### src/rtl/tlpchk_pkg.sv
package tlpchk_pkg;
  localparam int LEN_W    = 10;
  localparam int LEN_DW_W = 11;

  typedef enum logic [1:0] {
    RSN_NONE     = 2'd0,
    RSN_OVERSIZE = 2'd1,
    RSN_MISMATCH = 2'd2
  } rsn_e;

  // Size code to DW limit; out-of-range codes fall back to the smallest size.
  function automatic logic [LEN_DW_W-1:0] mps_code_to_dw(input logic [2:0] code);
    if (code <= 3'd5) return LEN_DW_W'(32) << code;
    return LEN_DW_W'(32);
  endfunction

  // Length field to DW count; zero encodes the maximum.
  function automatic logic [LEN_DW_W-1:0] len_field_to_dw(input logic [LEN_W-1:0] len);
    if (len == '0) return LEN_DW_W'(1024);
    return {1'b0, len};
  endfunction
endpackage

### src/rtl/tlpchk_limit_sel.sv
module tlpchk_limit_sel
  import tlpchk_pkg::*;
#(
  parameter int NUM_FUNC = 4,
  parameter int POLICY   = 0,
  parameter int FUNC_W   = 2
) (
  input  logic [3*NUM_FUNC-1:0] mps_cfg,
  input  logic                  ari_mode,
  input  logic [FUNC_W-1:0]     func,
  output logic [LEN_DW_W-1:0]   limit_dw
);
  logic [LEN_DW_W-1:0] fn_dw [NUM_FUNC];
  logic [LEN_DW_W-1:0] pol_dw;

  for (genvar i = 0; i < NUM_FUNC; i++) begin : g_fn
    assign fn_dw[i] = mps_code_to_dw(mps_cfg[3*i +: 3]);
  end

  if (POLICY == 1) begin : g_max
    always_comb begin
      pol_dw = fn_dw[0];
      for (int i = 1; i < NUM_FUNC; i++)
        if (fn_dw[i] > pol_dw) pol_dw = fn_dw[i];
    end
  end else begin : g_tgt
    always_comb begin
      pol_dw = fn_dw[0];
      for (int i = 0; i < NUM_FUNC; i++)
        if (int'(func) == i) pol_dw = fn_dw[i];
    end
  end

  assign limit_dw = ari_mode ? fn_dw[0] : pol_dw;
endmodule

### src/rtl/tlpchk_beat_count.sv
module tlpchk_beat_count #(
  parameter int CNT_W = 12
) (
  input  logic             clk,
  input  logic             rst_n,
  input  logic             beat,
  input  logic             sop,
  input  logic             eop,
  output logic [CNT_W-1:0] cnt_now
);
  localparam logic [CNT_W-1:0] CNT_MAX = '1;

  logic [CNT_W-1:0] count_q;
  logic [CNT_W-1:0] base;

  assign base    = sop ? '0 : count_q;
  assign cnt_now = (base == CNT_MAX) ? CNT_MAX : base + 1'b1;

  always_ff @(posedge clk or negedge rst_n) begin
    if (!rst_n)    count_q <= '0;
    else if (beat) count_q <= eop ? '0 : cnt_now;
  end
endmodule

### src/rtl/tlpchk_len_check.sv
module tlpchk_len_check
  import tlpchk_pkg::*;
#(
  parameter int NUM_FUNC = 4,
  parameter int POLICY   = 0,
  parameter int CNT_W    = 12,
  localparam int FUNC_W  = (NUM_FUNC > 1) ? $clog2(NUM_FUNC) : 1
) (
  input  logic                  clk,
  input  logic                  rst_n,
  input  logic                  dw_vld,
  input  logic                  dw_sop,
  input  logic                  dw_eop,
  input  logic                  hdr_has_data,
  input  logic                  hdr_is_msg,
  input  logic                  hdr_msg_len_ok,
  input  logic [LEN_W-1:0]      hdr_len,
  input  logic                  hdr_digest,
  input  logic [FUNC_W-1:0]     hdr_func,
  input  logic [3*NUM_FUNC-1:0] mps_cfg,
  input  logic                  ari_mode,
  output logic                  bad_pulse,
  output logic [1:0]            bad_reason
);
  // Named internal events, used by the bound checker.
  logic [LEN_DW_W-1:0] limit_dw;
  logic                eop_fire;
  logic                chk_fire;
  logic                over_w;
  logic                mism_w;

  logic [CNT_W-1:0]    cnt_now;
  logic [CNT_W-1:0]    pay_dw;
  logic                sop_fire;

  logic                live_chk, live_over;
  logic [LEN_DW_W-1:0] live_len;
  logic                held_chk, held_over, held_dig;
  logic [LEN_DW_W-1:0] held_len;
  logic                eff_chk, eff_dig;
  logic [LEN_DW_W-1:0] eff_len;

  tlpchk_limit_sel #(
    .NUM_FUNC (NUM_FUNC),
    .POLICY   (POLICY),
    .FUNC_W   (FUNC_W)
  ) u_limit (
    .mps_cfg  (mps_cfg),
    .ari_mode (ari_mode),
    .func     (hdr_func),
    .limit_dw (limit_dw)
  );

  tlpchk_beat_count #(.CNT_W(CNT_W)) u_cnt (
    .clk     (clk),
    .rst_n   (rst_n),
    .beat    (dw_vld),
    .sop     (dw_sop),
    .eop     (dw_eop),
    .cnt_now (cnt_now)
  );

  assign sop_fire  = dw_vld && dw_sop;
  assign eop_fire  = dw_vld && dw_eop;
  assign live_chk  = hdr_has_data && (!hdr_is_msg || hdr_msg_len_ok);
  assign live_len  = len_field_to_dw(hdr_len);
  assign live_over = live_len > limit_dw;

  always_ff @(posedge clk or negedge rst_n) begin
    if (!rst_n) begin
      held_chk  <= 1'b0;
      held_over <= 1'b0;
      held_dig  <= 1'b0;
      held_len  <= '0;
    end else if (sop_fire) begin
      held_chk  <= live_chk;
      held_over <= live_over;
      held_dig  <= hdr_digest;
      held_len  <= live_len;
    end
  end

  // A single-beat packet uses the header fields of its own beat.
  assign eff_chk = dw_sop ? live_chk   : held_chk;
  assign over_w  = dw_sop ? live_over  : held_over;
  assign eff_dig = dw_sop ? hdr_digest : held_dig;
  assign eff_len = dw_sop ? live_len   : held_len;

  assign pay_dw   = cnt_now - CNT_W'(eff_dig);
  assign mism_w   = pay_dw != CNT_W'(eff_len);
  assign chk_fire = eop_fire && eff_chk;

  always_ff @(posedge clk or negedge rst_n) begin
    if (!rst_n) begin
      bad_pulse  <= 1'b0;
      bad_reason <= RSN_NONE;
    end else begin
      bad_pulse  <= chk_fire && (over_w || mism_w);
      if (!chk_fire)   bad_reason <= RSN_NONE;
      else if (over_w) bad_reason <= RSN_OVERSIZE;
      else if (mism_w) bad_reason <= RSN_MISMATCH;
      else             bad_reason <= RSN_NONE;
    end
  end
endmodule

### config.mk
export PLATFORM = sky130hd
export DESIGN_NAME = tlpchk_len_check
export DESIGN_NICKNAME = d
export VERILOG_FILES = /design/src/rtl/tlpchk_pkg.sv /design/src/rtl/tlpchk_limit_sel.sv /design/src/rtl/tlpchk_beat_count.sv /design/src/rtl/tlpchk_len_check.sv
export SDC_FILE = /design/constraint.sdc
export NUM_CORES = 1
export LEC_CHECK = 0
export BUFFER_PORTS_ARGS = -buffer_cell sky130_fd_sc_hd__clkbuf_2
export CORE_ASPECT_RATIO = 0.7
export CORE_MARGIN = 10
export CORE_UTILIZATION = 55
export CTS_BUF_LIST = sky130_fd_sc_hd__clkbuf_4 sky130_fd_sc_hd__clkbuf_8 sky130_fd_sc_hd__clkbuf_16
export CTS_CLUSTER_SIZE = 8
export DETAILED_ROUTE_END_ITERATION = 12
export GPL_ROUTABILITY_DRIVEN = 0
export PLACE_DENSITY = 0.75
export SYNTH_ARGS = -nofsm -noshare
export SYNTH_HDL_FRONTEND = slang
export SYNTH_SLANG_ARGS = --single-unit
### constraint.sdc
create_clock -name clk -period 4.8 [get_ports clk]
set_clock_uncertainty 0.2 [all_clocks]
set_input_delay 1.2 -clock clk [delete_from_list [all_inputs] [get_ports clk]]
set_output_delay 1.2 -clock clk [all_outputs]
set_load 0.05 [all_outputs]
==> results of run 1 <==
## Yosys cell counts (3+ instances only)
cell type | count | area [um^2]
mux2_2 | 17 | 191.4
and3_1 | 3 | 18.77
xor2_1 | 4 | 35.03
a31oi_1 | 6 | 37.54
nand3_1 | 11 | 55.05
nand2_1 | 21 | 78.83
nor2_1 | 36 | 135.1
a211oi_1 | 3 | 22.52
a21o_1 | 4 | 30.03
mux2i_1 | 15 | 150.1
inv_1 | 19 | 71.32
xnor2_1 | 12 | 105.1
nor2b_1 | 3 | 18.77
dfrtp_1 | 29 | 725.7
and4_1 | 3 | 26.28
nor3_1 | 11 | 55.05
ha_1 | 9 | 112.6
o21ai_0 | 12 | 60.06
buf_2 | 5 | 25.02
or3_1 | 7 | 43.79
and2_1 | 3 | 18.77
o211ai_1 | 4 | 30.03
clkbuf_1 | 16 | 60.06
o21a_1 | 3 | 22.52
nor4b_1 | 5 | 43.79
nand4_1 | 8 | 50.05
o31ai_1 | 3 | 22.52
o22ai_1 | 12 | 75.07
nand3b_1 | 4 | 30.03
a21oi_1 | 21 | 105.1
nand2b_1 | 6 | 37.54
## worst max-delay path by stage
stage	cells past startpoint	to	slack, ps	start
2_1_floorplan	19	bad_reason[1]	10	dw_sop
3_3_place_gp	15	bad_reason[1]	460	dw_sop
3_5_place_dp	15	bad_reason[1]	340	dw_sop
4_1_cts	15	bad_reason[1]	630	dw_sop
5_1_grt	15	bad_reason[1]	330	dw_sop
6_report	15	bad_reason[1]	600	dw_sop
## through the flow
stage | std cells | hold slack, ps
6_report | 447 | 296.4
5_1_grt | 447 | 323.3
3_3_place_gp | 439 | 263.6
3_5_place_dp | 439 | 276.1
2_1_floorplan | 357 | 250.1
4_1_cts | 447 | 290.3
## cell type report
type                            count  share of cell area
Inverter                           19             0.02265
Multi-Input combinational cell    283              0.6277
Timing Repair Buffer               39             0.06436
Clock buffer                        5             0.02185
Sequential cell                    29              0.2304
Clock inverter                      3            0.005562
Tap cell                           69             0.02741
## flip-flops by register name, summed over array words and instances, names as in the netlist
register       count
bad_pulse          1
held_chk           1
bad_reason         2
u_cnt.count_q     12
held_len          11
held_over          1
held_dig           1
## cell families (layout without fill, tap and decap cells)
| kind of cell | after synthesis | count (layout) | synth area share |
|---|---|---|---|
| flip-flops | 29 | 29 | 0.2515 |
| buffers and inverters | 45 | 66 | 0.06851 |
| multiplexers | 33 | 33 | 0.1236 |
| adder cells (fa/ha/maj) | 9 | 9 | 0.03903 |
| XOR/XNOR | 16 | 16 | 0.04857 |
| AND/OR/NAND/NOR | 141 | 141 | 0.2801 |
| AO/OA/AOI/OAI | 84 | 84 | 0.1886 |
## cells in the final DEF (no fill, tap or decap), drive strengths merged, types with 5 or more instances in the layout
cell and instances:
xnor2 12, mux2 18, nand2b 6, ha 9
o21ai 12, nand4 8, a31oi 6, nor2 36
nor4 5, inv 19, mux2i 15, nand2 21
or3 7, a21oi 21, dfrtp 29, o22ai 12
nor3 12, nand3 12, nor4b 5, clkbuf 41
## power groups by stage
stage               logic [mW]  registers, mW  clock network (mW)
CTS                      0.181          0.275               0.206
detailed placement       0.180          0.279                   0
finish                   0.183          0.275               0.198
floorplan                0.124          0.280                   0
global route             0.203          0.278               0.218
global placement         0.176          0.278                   0
## metal layers
layer,global-route usage,wire [um],vias up
met5,0,0,-
met4,0.03639,39,0
met3,0.04067,548,7
met2,0.2705,3341,111
met1,0.2655,3696,1303
li1,-,-,1354
## worst reg2reg max path: cells and delay by family (launching register included)
family	cells	cell delay [ps]
xor+xnor	1	140
simple gates	6	1310
flops	1	420
fa+ha+maj	3	760
buf+inv	1	110
compound gates	4	640
==> metrics.md, run 1 <==
| Metric | Value |
|---|---|
| Status | finished clean |
| R2r worst-path depth | 15 |
| Slowest stage delay, CP | 390 ps |
| Synth-to-Final Area Change | 9.150% |
| Max clock buf depth | 2 |
| Final hold violations | 0 |
| HP Class | register to register |
| Synth Instances | 357 |
| Pwr per Cell Area | 208.3 nW/um^2 |
| Asr flop ratio synth | 1.000 |
| Nets@finish | 420 |
| Cell leakage power | 1.306 nW |
| Main synth FF type | dfrtp_1 |
| Post-synthesis cell area | 2885 um^2 |
| Startpoint types | input port |
| Post-CTS setup buffers | 0 |
| Initial antenna violation count | 0 |
| HP Start | held_over |
| Die area | 8590 um^2 |
| Share of cells above drive strength 1 | 0.1984 |
| RSZ-0062 raised after global routing | false |
| Highest ir drop seen on vdd | 166.3 uV |
| Cells along the critical path | clkbuf_2 -> nor2_1 -> ha_1 -> nand4b_1 -> nor4_4 -> nor3_2 -> ha_1 -> ha_2 -> xnor2_2 -> a21oi_1 -> nand2b_1 -> a311oi_1 -> o211ai_1 -> nor4_2 -> a31oi_1 |
| Reg2reg setup slack | 1110 ps |
| Tcrit/Tclk final | 0.8741 |
| Hold Buf Count CTS | 0 |
| Syn nets | 400 |
| Fillers | 467 |
| R2r endpoint | bad_reason[1] |
| CTS tree | built |
| Worst Hold Depth | 2 |
| DRC | 0 |
| Slowest cell on the critical path | nor4_4 |
| Final Max Tran Viols | 0 |
| Num rows | 21 |
| Reg-to-reg startpoint | u_cnt.count_q[0] |
| DPL Wire Length | 5926 um |
| Die width | 106.6 um |
| Die Y | 80.60 um |
| FF+latch count, synth | 29 |
| Core Box Area | 4913 um^2 |
| First-pass DRT Iterations | 5 |
| Routed WL per cell | 17.06 um |
| Final setup viols | 0 |
| Setup slack after layout | 604.1 ps |
| Slew @ Worst Pin | 748.9 ps |
| Post-Route WL | 7626 um |
| Worst-Skew Late Latency | 280 ps |
| Tot GR Track Use | 0.1836 |
| Post-route ant nets | 0 |
| Initial Utilization | 0.5872 |
| Sw Ratio | 0.3244 |
| Number of clock sinks | 29 |
| First-pass GRT wire length | 13080 um |
| Critical path endpoint category | register |
| Final std cell area, no fill | 3149 um^2 |
| Vias per inst | 6.208 |
| DRT iter0 DRCs | 237 |
| Clock power frac | 0.302 |
| Hold Path Sink | held_over |
| CP Max Fanout | 7 |
| GRT Residual Overflow | 0 |
| Vias in the first global route | 2638 |
| Placed inst area | 3063 um^2 |
| Avg Cell Area, Syn | 8.082 um^2 |
| Syn. warnings | 0 |
| MaxCap Viol Count | 0 |
| Fmax | 238.3 MHz |
| Setup CP Type | input port to register |
| Num ports | 37 |
| Min Tclk post-route | 4196 ps |
| Clock Pin Slew Worst Setup and Hold Paths | 60 ps |
| Register area | 725.7 um^2 |
| Sequential share of the synthesized area | 0.2515 |
| Worst slack, placed | 339.1 ps |
| Data required, critical path | 4760 ps |
| Multi-input gate area | 1977 um^2 |
| Root Driver | clkbuf_8 |
| Relative slew slack | 0.5007 |
| Ant diodes | 0 |
| Combinational Power Share | 0.278 |
| Worst Path Buf+Inv | 1 |
| Final core utilization | 0.6409 |
| Net Switching | 0.2128 mW |
| I/O Buffers | 36 |
| Flop pwr share | 0.419 |
| H-tree levels | 2 |
| Via count | 2775 |
| Post-CTS Resized | 0 |
| Final setup TNS | 0 ps |
| Most Frequent Cell on Critical Path | ha_1 |
| Largest net degree at the start of global routing | 40 |
| Overall Power | 0.6559 mW |
| Worst EP arrival | 4160 ps |
| Family with the most delay on the worst path | simple AND/OR/NAND/NOR gates |
| Synth unique cells | 65 |
| Post-synth EDFFs | 0 |
| Cell-internal power | 0.4432 mW |
| Total CTS buffers | 5 |
(Power assumes the default switching activity.)
==> inputs of run 2 (changes only) <==
--- a/config.mk
+++ b/config.mk
@@ -14,6 +14,7 @@
 export DETAILED_ROUTE_END_ITERATION = 12
 export GPL_ROUTABILITY_DRIVEN = 0
 export PLACE_DENSITY = 0.75
+export RECOVER_POWER = 50
 export SYNTH_ARGS = -nofsm -noshare
 export SYNTH_HDL_FRONTEND = slang
 export SYNTH_SLANG_ARGS = --single-unit
==> constraint.sdc (replaced) <==
create_clock -name clk -period 4.4 [get_ports clk]
set_clock_uncertainty 0.2 [all_clocks]
set_input_delay 1.1 -clock clk [delete_from_list [all_inputs] [get_ports clk]]
set_output_delay 1.1 -clock clk [all_outputs]
set_load 0.05 [all_outputs]
==> metrics.md, run 2 (synthesis gave the netlist of run 1 again) <==
| Metric | Value |
|---|---|
| Cells along the critical path | clkbuf_2 -> nand2b_1 -> or4b_2 -> a21oi_1 -> nor2_1 -> ha_1 -> nand2_1 -> or3_1 -> and3_1 -> a21oi_1 -> nand2_1 -> a211oi_1 -> a31oi_1 |
| Placed inst area | 3113 um^2 (+1.6%) |
| Failing checks | max-capacitance violations, max-slew violations |
| Ant diodes | 0 (unchanged) |
| H-tree levels | 2 (unchanged) |
| Largest register by flop count | u_cnt.count_q |
| Largest register FFs | 12 (unchanged) |
| Top layer in use | met4 |
| Routed WL per cell | 17.31 um (+1.5%) |
| Fillers | 450 (-3.6%) |
| Worst Hold Depth | 2 (unchanged) |
| Die width | 106.6 um (unchanged) |
| Synth-to-Final Area Change | 11.97% |
| MaxCap Viol Count | 1 (+1) |
| I/O Buffers | 36 (unchanged) |
| Largest net degree at the start of global routing | 30 (-25%) |
| Commonest non-fill, non-tap cells in the layout | 34 x nor2_1, 34 x clkbuf_2, 29 x dfrtp_1 |
| Num rows | 21 (unchanged) |
| RSZ-0062 raised after global routing | false |
| HP Class | register to register |
| R2r endpoint | bad_pulse |
| Biggest registers after layout | u_cnt.count_q x12, held_len x11, bad_reason x2 |
| Vias per inst | 6.204 (about the same) |
| Initial antenna violation count | 0 (unchanged) |
| Initial Utilization | 0.5872 (unchanged) |
| Overall Power | 0.8083 mW (+23%) |
| Final std cell area, no fill | 3231 um^2 (+2.6%) |
| Post-CTS Resized | 0 (unchanged) |
| Tcrit/Tclk final | 0.8780 |
| Setup CP Type | input port to register |
| CP Max Fanout | 14 (+7) |
| CP Depth | 13 (-2) |
| Final Max Tran Viols | 30 (+30) |
| R2r worst-path depth | 14 (-1) |
| Hold Path Sink | held_over |
| GRT Residual Overflow | 0 (unchanged) |
| Nets@finish | 424 (+0.95%) |
| Fin Hold WS | 305.2 ps (+8.713 ps) |
| Worst Path Buf+Inv | 1 (unchanged) |
| Clock Pin Slew Worst Setup and Hold Paths | 70 ps (about the same) |
| Core Box Area | 4913 um^2 (unchanged) |
| Post-CTS setup buffers | 0 (unchanged) |
| Die area | 8590 um^2 (unchanged) |
| Root Driver | clkbuf_8 |
| Met2 wire length | 3214 um (-3.8%) |
| DRT iter0 DRCs | 166 (-30%) |
| Status | finished with violations |
| Max clock buf depth | 2 (unchanged) |
| Fmax | 258.8 MHz |
| CTS tree | built |
| Reg2reg setup slack | 920 ps (-190 ps) |
| Min Tclk post-route | 3863 ps |
| Via count | 2798 (+0.83%) |
| Share of cells above drive strength 1 | 0.2120 (+0.01363) |
| Post-Route WL | 7806 um (+2.4%) |
| Family with the most delay on the worst path | simple AND/OR/NAND/NOR gates |
| Post-route ant nets | 0 (unchanged) |
| Final setup viols | 0 (unchanged) |
| Tot GR Track Use | 0.1834 (about the same) |
| Relative slew slack | -0.1302 (-0.6309) |
| HP Start | held_over |
| Hold Buf Count CTS | 0 (unchanged) |
| First-pass GRT wire length | 12900 um (-1.4%) |
| Final core utilization | 0.6575 (+0.01655) |
| Number of clock sinks | 29 (unchanged) |
| Startpoint types | input port |
| Setup slack after layout | 536.7 ps (-67.40 ps) |
| Critical path endpoint category | register |
| DPL Wire Length | 5986 um (+1.0%) |
| DRC | 0 (unchanged) |
| Slew @ Worst Pin | 1695 ps (+946.3 ps) |
| Num ports | 37 (unchanged) |
| Worst slack, placed | 276.1 ps (-63.01 ps) |
| Slowest cell on the critical path | or4b_2 |
| Cell leakage power | 1.330 nW (+1.8%) |
| Highest ir drop seen on vdd | 215.7 uV (+30%) |
| Final hold violations | 0 (unchanged) |
| Pwr per Cell Area | 250.2 nW/um^2 (+20%) |
| Met3 wire length | 619 um (+13%) |
| Slowest stage delay, CP | 610 ps (+220 ps) |
| Worst-Skew Late Latency | 290 ps (about the same) |
| Routed met1 length | 3936 um (+6.5%) |
| Worst EP arrival | 3830 ps (-330 ps) |
| Data required, critical path | 4370 ps (-390 ps) |
| Reg-to-reg startpoint | u_cnt.count_q[0] |
| Vias in the first global route | 2625 (-0.49%) |
| First-pass DRT Iterations | 4 (-1) |
| Total CTS buffers | 5 (unchanged) |
| Die Y | 80.60 um (unchanged) |
-- run 2: cell count changes in the layout (fill, tap and decap cells not counted), sizes merged --
| cell | change |
|---|---|
| buf | +4 |
| clkinv | -2 |
| bufinv | +1 |
| clkbuf | +1 |
-- run 2: layer usage --
metal  GRT usage  vias up
li1            -     1372
met1      0.2696     1297
met2      0.2613      124
met3     0.04306        5
met4     0.03908        0
met5           0        -
-- run 2: area by class of cell --
type | instances | area (um^2) | share of cell area
Tap cell | 69 | 86.33 | 0.02672
Clock inverter | 2 | 37.54 | 0.01162
Inverter | 19 | 71.32 | 0.02208
Multi-Input combinational cell | 283 | 1997 | 0.6181
Clock buffer | 6 | 82.58 | 0.02556
Timing Repair Buffer | 43 | 230.2 | 0.07126
Sequential cell | 29 | 725.7 | 0.2246
-- run 2: tightest hold or removal path, stage by stage (launching register included) --
cell	delay [ps]
dfrtp_1	350
nand2_1	50
o21ai_0	60
-- run 2: worst max path at each step --
stage                start            end  slack [ps]
3_5_place_dp   hdr_func[1]      bad_pulse         280
2_1_floorplan       dw_sop  bad_reason[1]         -90
5_1_grt        hdr_func[1]      bad_pulse         310
3_3_place_gp   hdr_func[1]      bad_pulse         320
6_report       hdr_func[1]      bad_pulse         540
4_1_cts        hdr_func[1]      bad_pulse         560
-- run 2: report_power, final --
group          total [mW]  switching [mW]  internal, mW  leakage [nW]
logic               0.203           0.113        0.0897         0.897
clock network       0.305           0.121         0.184        0.0574
registers           0.300          0.0126         0.287         0.375
-- run 2: metrics by stage --
stage	setup TNS [ps]	std cells
after detailed placement	0	443
after global placement	0	443
after floorplan	-93.20	357
after global routing	0	451
after CTS	0	451
final	0	451
==> inputs of run 3 (changes only) <==
--- a/config.mk
+++ b/config.mk
@@ -13,6 +13,7 @@
 export CTS_CLUSTER_SIZE = 8
 export DETAILED_ROUTE_END_ITERATION = 12
 export GPL_ROUTABILITY_DRIVEN = 0
+export GPL_TIMING_DRIVEN = 0
 export PLACE_DENSITY = 0.75
 export RECOVER_POWER = 50
 export SYNTH_ARGS = -nofsm -noshare
==> metrics.md, run 3 (synthesis gave the netlist of run 1 again) <==
| Metric | Value |
|---|---|
| Number of clock sinks | 29 (unchanged) |
| Final hold violations | 0 (unchanged) |
| Worst Path Buf+Inv | 4 (+3) |
| DPL Wire Length | 6210 um (+3.7%) |
| Most common cell after layout, fill and taps aside | nor2_1 |
| Family with the most delay on the worst path | simple AND/OR/NAND/NOR gates |
| Startpoint types | input port |
| Status | finished with violations |
| Root Driver | clkbuf_8 |
| DRT iter0 DRCs | 235 (+42%) |
| Via count | 2868 (+2.5%) |
| Overall Power | 0.7393 mW (-8.5%) |
| Initial Utilization | 0.5872 (unchanged) |
| Die width | 106.6 um (unchanged) |
| Die area | 8590 um^2 (unchanged) |
| Most Frequent Cell on Critical Path | ha_2 |
| RSZ-0062 raised after global routing | false |
| Post-Place Cells | 462 (+4.3%) |
| First-pass DRT Iterations | 4 (unchanged) |
| CP Max Fanout | 29 (+15) |
| Post-route ant nets | 0 (unchanged) |
| Synth-to-Final Area Change | 16.13% |
| Hold Buf Count CTS | 0 (unchanged) |
| Largest register by flop count | u_cnt.count_q |
| Cells along the critical path | clkbuf_4 -> buf_8 -> nor2_2 -> ha_2 -> buf_6 -> nand4b_1 -> nor4_4 -> nor3_2 -> ha_2 -> buf_4 -> nand2b_1 -> or2_2 -> nor3_4 -> xnor2_1 -> a21o_1 -> nor4_2 -> a31oi_1 |
| Nets@finish | 449 (+5.9%) |
| Share of cells above drive strength 1 | 0.2260 (+0.01400) |
| GRT Residual Overflow | 0 (unchanged) |
| Worst slack, placed | -834.4 ps (-1110 ps) |
| Min Tclk post-route | 4165 ps (+301.2 ps) |
| Pwr per Cell Area | 220.6 nW/um^2 (-12%) |
| Vias in the first global route | 2663 (+1.4%) |
| Flop pwr share | 0.405 (+0.034) |
| Clock power frac | 0.307 (-0.071) |
| Tcrit/Tclk final | 0.9465 (+0.06847) |
| Setup CP Type | input port to register |
| Tot GR Track Use | 0.1879 (+0.004454) |
| Relative slew slack | -0.05985 (+0.07033) |
| Largest net degree at the start of global routing | 30 (unchanged) |
| Routed WL per cell | 16.92 um (-2.3%) |
| Final setup TNS | 0 ps (unchanged) |
| Failing checks | max-capacitance violations, max-slew violations |
| Cell Count, Final, Fillers Out | 476 (+5.5%) |
| DRC | 0 (unchanged) |
| Fmax | 240.1 MHz (-7.2%) |
| I/O Buffers | 36 (unchanged) |
| Core Box Area | 4913 um^2 (unchanged) |
| Worst-Skew Late Latency | 290 ps (about the same) |
| Max clock buf depth | 2 (unchanged) |
| Largest register FFs | 12 (unchanged) |
| Ant diodes | 0 (unchanged) |
| H-tree levels | 2 (unchanged) |
| Fillers | 430 (-4.4%) |
| CTS tree | built |
| Data required, critical path | 4360 ps (about the same) |
| Worst EP arrival | 4130 ps (+300 ps) |
| Num ports | 37 (unchanged) |
| Cell-internal power | 0.4924 mW (-12%) |
| Combinational Power Share | 0.288 (+0.037) |
| Cell leakage power | 1.391 nW (+4.6%) |
| Num rows | 21 (unchanged) |
| MaxCap Viol Count | 1 (unchanged) |
| Critical path endpoint category | register |
| Total CTS buffers | 5 (unchanged) |
| HP Class | register to register |
| Commonest non-fill, non-tap cells in the layout | 34 x nor2_1, 33 x clkbuf_2, 29 x dfrtp_1 |
| Initial antenna violation count | 0 (unchanged) |
| Clock Pin Slew Worst Setup and Hold Paths | 70 ps (about the same) |
| Slowest stage delay, CP | 320 ps (-290 ps) |
| Biggest registers after layout | u_cnt.count_q x12, held_len x11, bad_reason x2 |
| Vias per inst | 6.025 (-2.9%) |
| Slew @ Worst Pin | 1590 ps (-105.5 ps) |
| First-pass GRT wire length | 13020 um (+0.91%) |
| Final setup viols | 0 (unchanged) |
| Highest ir drop seen on vdd | 183.4 uV (-15%) |
| Setup slack after layout | 235.5 ps (-301.2 ps) |
| Post-Route WL | 8052 um (+3.2%) |
| Die Y | 80.60 um (unchanged) |
| Sw Ratio | 0.3339 (+0.02842) |
| Net Switching | 0.2468 mW (about the same) |
| Final Max Tran Viols | 30 (unchanged) |
| Slowest cell on the critical path | or2_2 |
==> run 3: cell count changes in the layout (fill, tap and decap cells not counted), moves of 2 or more <==
cell	before	now
clkbuf_1	2	17
buf_4	7	11
buf_2	0	2
buf_6	0	2
clkinv_2	0	2
==> run 3: final cells by class <==
type / count / area (um^2) / share of cell area
inverter: 19 / 71.32 / 0.02128
buffer: 23 / 122.6 / 0.03659
timing repair buffer: 45 / 247.7 / 0.07394
multi-input combinational: 283 / 2011 / 0.6001
clock buffer: 5 / 68.82 / 0.02054
clock inverter: 3 / 17.52 / 0.005228
sequential: 29 / 725.7 / 0.2166
tap: 69 / 86.33 / 0.02577
==> run 3: metrics by stage <==
stage / util / area, um^2 / hold slack (ps)
final: 0.6819 / 3351 / 306.0
after global routing: 0.6819 / 3351 / 326.1
after CTS: 0.6845 / 3363 / 309.7
after detailed placement: 0.6583 / 3234 / 293.8
after global placement: 0.6583 / 3234 / 263.6
after floorplan: - / 2968 / 250.1
==> run 3: final timing paths <==
check / startpoint / end / slack, ps / depth (start not counted)
min: held_len[0] / held_len[0] / 310 / 1
min in group asynchronous: rst_n / u_cnt.count_q[0] / 1000 / 1
max in group asynchronous: rst_n / u_cnt.count_q[3] / 2080 / 1
max reg2reg: u_cnt.count_q[0] / bad_reason[1] / 870 / 16
min reg2reg: held_len[0] / held_len[0] / 310 / 1
max: dw_sop / bad_reason[1] / 240 / 17
==> run 3: power by group through the flow <==
stage	Combinational, mW	Sequential (mW)	Clock, mW
floorplan	0.142	0.305	0
global placement	0.203	0.303	0
detailed placement	0.208	0.305	0
CTS	0.212	0.299	0.226
global route	0.235	0.302	0.239
finish	0.213	0.300	0.227
==> run 3: routing by layer <==
metal	up-vias	global-route usage	share of wire
met5	-	0	0
met1	1326	0.2705	0.51
li1	1420	-	-
met4	0	0.02965	0.0081
met2	113	0.2729	0.42
met3	9	0.05343	0.070
==> run 3: what timing repair did <==
action,4_1_cts,5_1_grt
setup endpoints to repair,2,2
gates resized for setup,2,1
pin swaps,9,7
buffers inserted,6,3
